**config.mk**
```make
export PLATFORM = sky130hd
export DESIGN_NAME = regArrayDecoder
export DESIGN_NICKNAME = d
export VERILOG_FILES = /design/src/rtl/regDecPkg.sv /design/src/rtl/regDecCell.sv /design/src/rtl/regDecMatch.sv /design/src/rtl/regDecGate.sv /design/src/rtl/regArrayDecoder.sv
export SDC_FILE = /design/constraint.sdc
export NUM_CORES = 1
export LEC_CHECK = 0
export BUFFER_PORTS_ARGS = -buffer_cell sky130_fd_sc_hd__buf_2
export CAP_MARGIN = 25
export CORE_MARGIN = 5
export CORE_UTILIZATION = 45
export DETAILED_ROUTE_END_ITERATION = 6
export MAX_ROUTING_LAYER = met4
export PLACE_DENSITY = 0.75
export SYNTH_ARGS = -nofsm -noshare
export SYNTH_HDL_FRONTEND = slang
export SYNTH_HIERARCHICAL = 1
export SYNTH_SLANG_ARGS = --single-unit
```
**constraint.sdc**
```tcl
create_clock -name vclk -period 4.8
set_input_delay 0.24 -clock vclk [all_inputs]
set_output_delay 0.24 -clock vclk [all_outputs]
set_load 0.01 [all_outputs]
```
**src/rtl/regDecPkg.sv**
```systemverilog
`timescale 1ns/1ps
package regDecPkg;

  // Gate control handed from the control module to the datapath
  typedef struct packed {
    logic fire;   // request present: let matches through
    logic miss;   // request present but nothing matched
  } gateCtl_t;

  // Stride of one array dimension: element size times the product of
  // all dimensions inside it (innermost first)
  function automatic int unsigned dimStride(int unsigned elemBytes,
                                            int unsigned innerCount);
    return elemBytes * innerCount;
  endfunction

endpackage

```
**src/rtl/regDecCell.sv**
```systemverilog
`timescale 1ns/1ps
module regDecCell #(
  parameter int unsigned ADDR_W    = 12,
  parameter int unsigned MATCH_OFS = 0
) (
  input  logic [ADDR_W-1:0] addr,
  output logic              hit
);
  localparam logic [ADDR_W-1:0] MATCH_ADDR = ADDR_W'(MATCH_OFS);

  assign hit = (addr == MATCH_ADDR);
endmodule

```
**src/rtl/regDecMatch.sv**
```systemverilog
`timescale 1ns/1ps
module regDecMatch
  import regDecPkg::*;
#(
  parameter int unsigned ADDR_W    = 12,
  parameter int unsigned REG_BYTES = 4,
  parameter int unsigned CTRL_REL  = 32'h000,
  parameter int unsigned STAT_REL  = 32'h004,
  parameter int unsigned VEC_REL   = 32'h010,
  parameter int unsigned VEC_N     = 4,
  parameter int unsigned GRID_REL  = 32'h040,
  parameter int unsigned GRID_ROWS = 3,
  parameter int unsigned GRID_COLS = 5
) (
  input  logic [ADDR_W-1:0]              addr,
  input  gateCtl_t                       ctl,
  output logic                           hitAny,
  output logic                           strbCtrl,
  output logic                           strbStat,
  output logic [VEC_N-1:0]               strbVec,
  output logic [GRID_ROWS*GRID_COLS-1:0] strbGrid
);
  localparam int unsigned GRID_N          = GRID_ROWS * GRID_COLS;
  localparam int unsigned TOTAL           = 2 + VEC_N + GRID_N;
  localparam int unsigned VEC_STRIDE      = dimStride(REG_BYTES, 1);
  localparam int unsigned GRID_COL_STRIDE = dimStride(REG_BYTES, 1);
  localparam int unsigned GRID_ROW_STRIDE = dimStride(REG_BYTES, GRID_COLS);
  localparam logic [ADDR_W-1:0] ALIGN_MASK = ADDR_W'(REG_BYTES - 1);

  logic [TOTAL-1:0] hitRaw;

  regDecCell #(.ADDR_W(ADDR_W), .MATCH_OFS(CTRL_REL)) i_ctrlCell (
    .addr(addr), .hit(hitRaw[0]));
  regDecCell #(.ADDR_W(ADDR_W), .MATCH_OFS(STAT_REL)) i_statCell (
    .addr(addr), .hit(hitRaw[1]));

  for (genvar k = 0; k < VEC_N; k++) begin : g_vec
    regDecCell #(
      .ADDR_W(ADDR_W),
      .MATCH_OFS(VEC_REL + k * VEC_STRIDE)
    ) i_vecCell (.addr(addr), .hit(hitRaw[2 + k]));
  end

  for (genvar r = 0; r < GRID_ROWS; r++) begin : g_row
    for (genvar c = 0; c < GRID_COLS; c++) begin : g_col
      regDecCell #(
        .ADDR_W(ADDR_W),
        .MATCH_OFS(GRID_REL + r * GRID_ROW_STRIDE + c * GRID_COL_STRIDE)
      ) i_gridCell (.addr(addr), .hit(hitRaw[2 + VEC_N + r * GRID_COLS + c]));
    end
  end

  assign hitAny = |hitRaw;

  logic [TOTAL-1:0] gated;
  assign gated    = hitRaw & {TOTAL{ctl.fire}};
  assign strbCtrl = gated[0];
  assign strbStat = gated[1];
  assign strbVec  = gated[2 +: VEC_N];
  assign strbGrid = gated[2 + VEC_N +: GRID_N];

  always_comb begin
    a_r6_unaligned_no_hit: assert (((addr & ALIGN_MASK) == '0) || (hitRaw == '0))
      else $error("unaligned address matched a register");
    a_r8_raw_onehot: assert ($onehot0(hitRaw))
      else $error("overlapping register addresses");
  end
endmodule

```
**src/rtl/regDecGate.sv**
```systemverilog
`timescale 1ns/1ps
module regDecGate
  import regDecPkg::*;
(
  input  logic     reqValid,
  input  logic     hitAny,
  output gateCtl_t ctl
);
  always_comb begin
    ctl.fire = reqValid;
    ctl.miss = reqValid & ~hitAny;
  end
endmodule

```
**src/rtl/regArrayDecoder.sv**
```systemverilog
`timescale 1ns/1ps
module regArrayDecoder
  import regDecPkg::*;
#(
  parameter int unsigned ADDR_W    = 12,
  parameter int unsigned REG_BYTES = 4,
  parameter int unsigned MAP_BASE  = 32'h0002_0000,
  parameter int unsigned CTRL_ABS  = 32'h0002_0000,
  parameter int unsigned STAT_ABS  = 32'h0002_0004,
  parameter int unsigned VEC_ABS   = 32'h0002_0010,
  parameter int unsigned VEC_N     = 4,
  parameter int unsigned GRID_ABS  = 32'h0002_0040,
  parameter int unsigned GRID_ROWS = 3,
  parameter int unsigned GRID_COLS = 5
) (
  input  logic                           reqValid,
  input  logic [ADDR_W-1:0]              reqAddr,
  output logic                           strbCtrl,
  output logic                           strbStat,
  output logic [VEC_N-1:0]               strbVec,
  output logic [GRID_ROWS*GRID_COLS-1:0] strbGrid,
  output logic                           miss
);
  // Decoding is relative to the map base
  localparam int unsigned CTRL_REL = CTRL_ABS - MAP_BASE;
  localparam int unsigned STAT_REL = STAT_ABS - MAP_BASE;
  localparam int unsigned VEC_REL  = VEC_ABS  - MAP_BASE;
  localparam int unsigned GRID_REL = GRID_ABS - MAP_BASE;

  gateCtl_t ctl;
  logic     hitAny;

  regDecGate i_gate (
    .reqValid(reqValid),
    .hitAny  (hitAny),
    .ctl     (ctl)
  );

  regDecMatch #(
    .ADDR_W(ADDR_W), .REG_BYTES(REG_BYTES),
    .CTRL_REL(CTRL_REL), .STAT_REL(STAT_REL),
    .VEC_REL(VEC_REL), .VEC_N(VEC_N),
    .GRID_REL(GRID_REL), .GRID_ROWS(GRID_ROWS), .GRID_COLS(GRID_COLS)
  ) i_match (
    .addr    (reqAddr),
    .ctl     (ctl),
    .hitAny  (hitAny),
    .strbCtrl(strbCtrl),
    .strbStat(strbStat),
    .strbVec (strbVec),
    .strbGrid(strbGrid)
  );

  assign miss = ctl.miss;

  logic anyStrb;
  assign anyStrb = strbCtrl | strbStat | (|strbVec) | (|strbGrid);

  always_comb begin
    a_r2_idle_quiet: assert (reqValid || (!anyStrb && !miss))
      else $error("output active without a request");
    a_r8_out_onehot: assert ($onehot0({strbGrid, strbVec, strbStat, strbCtrl}))
      else $error("more than one strobe high");
    a_r9_miss_exclusive: assert (!(miss && anyStrb))
      else $error("miss together with a strobe");
    a_r7_valid_resolves: assert (!reqValid || (miss ^ anyStrb))
      else $error("valid request neither hit nor missed");
  end
endmodule

```
==> impl_metrics.env <==
export IMPL_slew_viol_final=0
export IMPL_hold_path_class="input port to output pin"
export IMPL_syn_area_per_cell_um2=7.820
export IMPL_fp_dieH_um=54.90
export IMPL_n_antenna_cell=0
export IMPL_grt_util_all_layers_pct=19.81
export IMPL_relSlewSlack_pct=71.76
export IMPL_setup_viol=0
export IMPL_fillers=201
export IMPL_required_ns=4.56
export IMPL_status="finished clean"
export IMPL_p_leak_nw=0.4904
export IMPL_ant_nets=0
export IMPL_syn_num_nets=129
export IMPL_ys_types=13
export IMPL_crit_arrival_ns=2.19
export IMPL_die_area_mm2=0.003013
export IMPL_drt_iter0_drc=30
export IMPL_rsz0062_at_grt="false"
export IMPL_path_class="input port to output pin"
export IMPL_syn2layout_area_growth_pct=21.38
export IMPL_drc=0
export IMPL_firstDrtPassIters=4
export IMPL_start_util_pct=46.71
export IMPL_end_kind="output pin"
export IMPL_layout_common_cells="buf_2 (35), nor4_1 (28), and3_1 (21)"
export IMPL_place_inst=175
export IMPL_hold_violations=0
export IMPL_rows=16
export IMPL_finalNonFillerCells=175
export IMPL_seq_cells=0
export IMPL_seqCellArea_um2=0
export IMPL_fmax_mhz=412.3
export IMPL_cts_resized=0
export IMPL_wirelength_um=2929
export IMPL_cts_setup_buffers=0
export IMPL_netlist_area_um2=907.1
export IMPL_port_buffers=35
export IMPL_worst_pin_slew_ns=0.4236
export IMPL_grt_pass1_vias=1048
export IMPL_post_drt_wl_per_cell_um=16.74
export IMPL_final_min_clock_period_ns=2.425
export IMPL_cp_max_fo=21
export IMPL_final_nets=163
export IMPL_ctsHoldBuffers=0
export IMPL_powerDensity_mw_per_mm2=50.27
export IMPL_ir_drop_mv=0.06276
export IMPL_post_dp_hpwl_um=1840
export IMPL_clockBufferCount=0
export IMPL_grt_max_degree=23
export IMPL_period_share_pct=50.53
export IMPL_setup_tns_ns=0
export IMPL_vias_per_cell=6.840
export IMPL_ys_seq_area_share_pct=0
export IMPL_ioPinCount=35
export IMPL_vias=1197
export IMPL_gp_congestion=0.7860
export IMPL_ys_warn_count=6
export IMPL_netlist_area_leader_share_pct=19.31
export IMPL_fp_dieW_um=54.90
export IMPL_antenna_found_initial=0
export IMPL_max_cap_viol_count=0
export IMPL_coreArea_mm2=0.001942
export IMPL_worst_setup_path_start_kind="input port"
export IMPL_syn_instance_count=116
export IMPL_overflow=0
export IMPL_final_common_cell="buf_2"
export IMPL_drive_gt1_share_pct=31.76
export IMPL_ys_top_cells_by_area="nor4_1 (19%), nor4b_2 (17%), nor4bb_1 (15%)"
export IMPL_grt_pass1_wl_um=4567
export IMPL_yosys_area_top_type="nor4_1"
==> cell type report <==
| type | count | area (um^2) | area share, % |
|---|---|---|---|
| timing repair buffer | 35 | 175.2 | 15.91 |
| multi-input combinational | 113 | 892.1 | 81.02 |
| tap | 27 | 33.78 | 3.068 |
==> synth_stat cells <==
master / instances
or4_1: 2
nor4bb_1: 14
and2_1: 20
nand4_1: 1
nor2b_4: 1
nor4_1: 28
and2_2: 1
nor3_1: 1
nor4b_2: 10
and3_1: 21
buf_4: 1
nor4b_1: 14
clkbuf_1: 2
==> power by group <==
group          switching (W)  total (W)  leakage (nW)  internal [W]
clock                      0          0             0             0
sequential                 0          0             0             0
combinational      0.0000370  0.0000554         0.490     0.0000183
==> layer usage <==
metal | routed length (um) | track usage [%]
met5 | 0 | -
met4 | 0 | 2.024
met3 | 194 | 1.340
met2 | 1518 | 37.01
met1 | 1216 | 23.88
==> worst paths after layout <==
| path | startpoint | endpoint | cells past startpoint |
|---|---|---|---|
| min | reqValid | miss | 3 |
| max | reqAddr[8] | miss | 7 |
==> critical path, stage by stage <==
cell,delay (ns)
buf_2,0.33
nor4_1,0.11
and3_1,0.20
or4_1,0.53
or4_1,0.53
nor2b_4,0.12
buf_2,0.13
==> per-stage QoR <==
stage	setup WS [ns]	power (W)	hold slack, ns	cell area, um^2	utilization [%]
final	2.375	0.00005535	0.9646	1101	56.70
after global routing	2.257	0.00005935	1.001	1101	56.70
after CTS	2.382	0.00005402	0.9669	1101	56.70
after detailed placement	2.383	0.00005388	0.9686	1101	56.70
after global placement	2.409	0.00005294	0.9548	1101	56.70
after floorplan	2.891	0.00001930	0.5922	907.1	-
==> cell families (layout without fill, tap and decap cells) <==
kind of cell	after synthesis	count (layout)	synth area share, %
simple gates	113	113	98.34
buf+inv	3	35	1.656
Note: power is estimated with default switching activity, not from simulation.
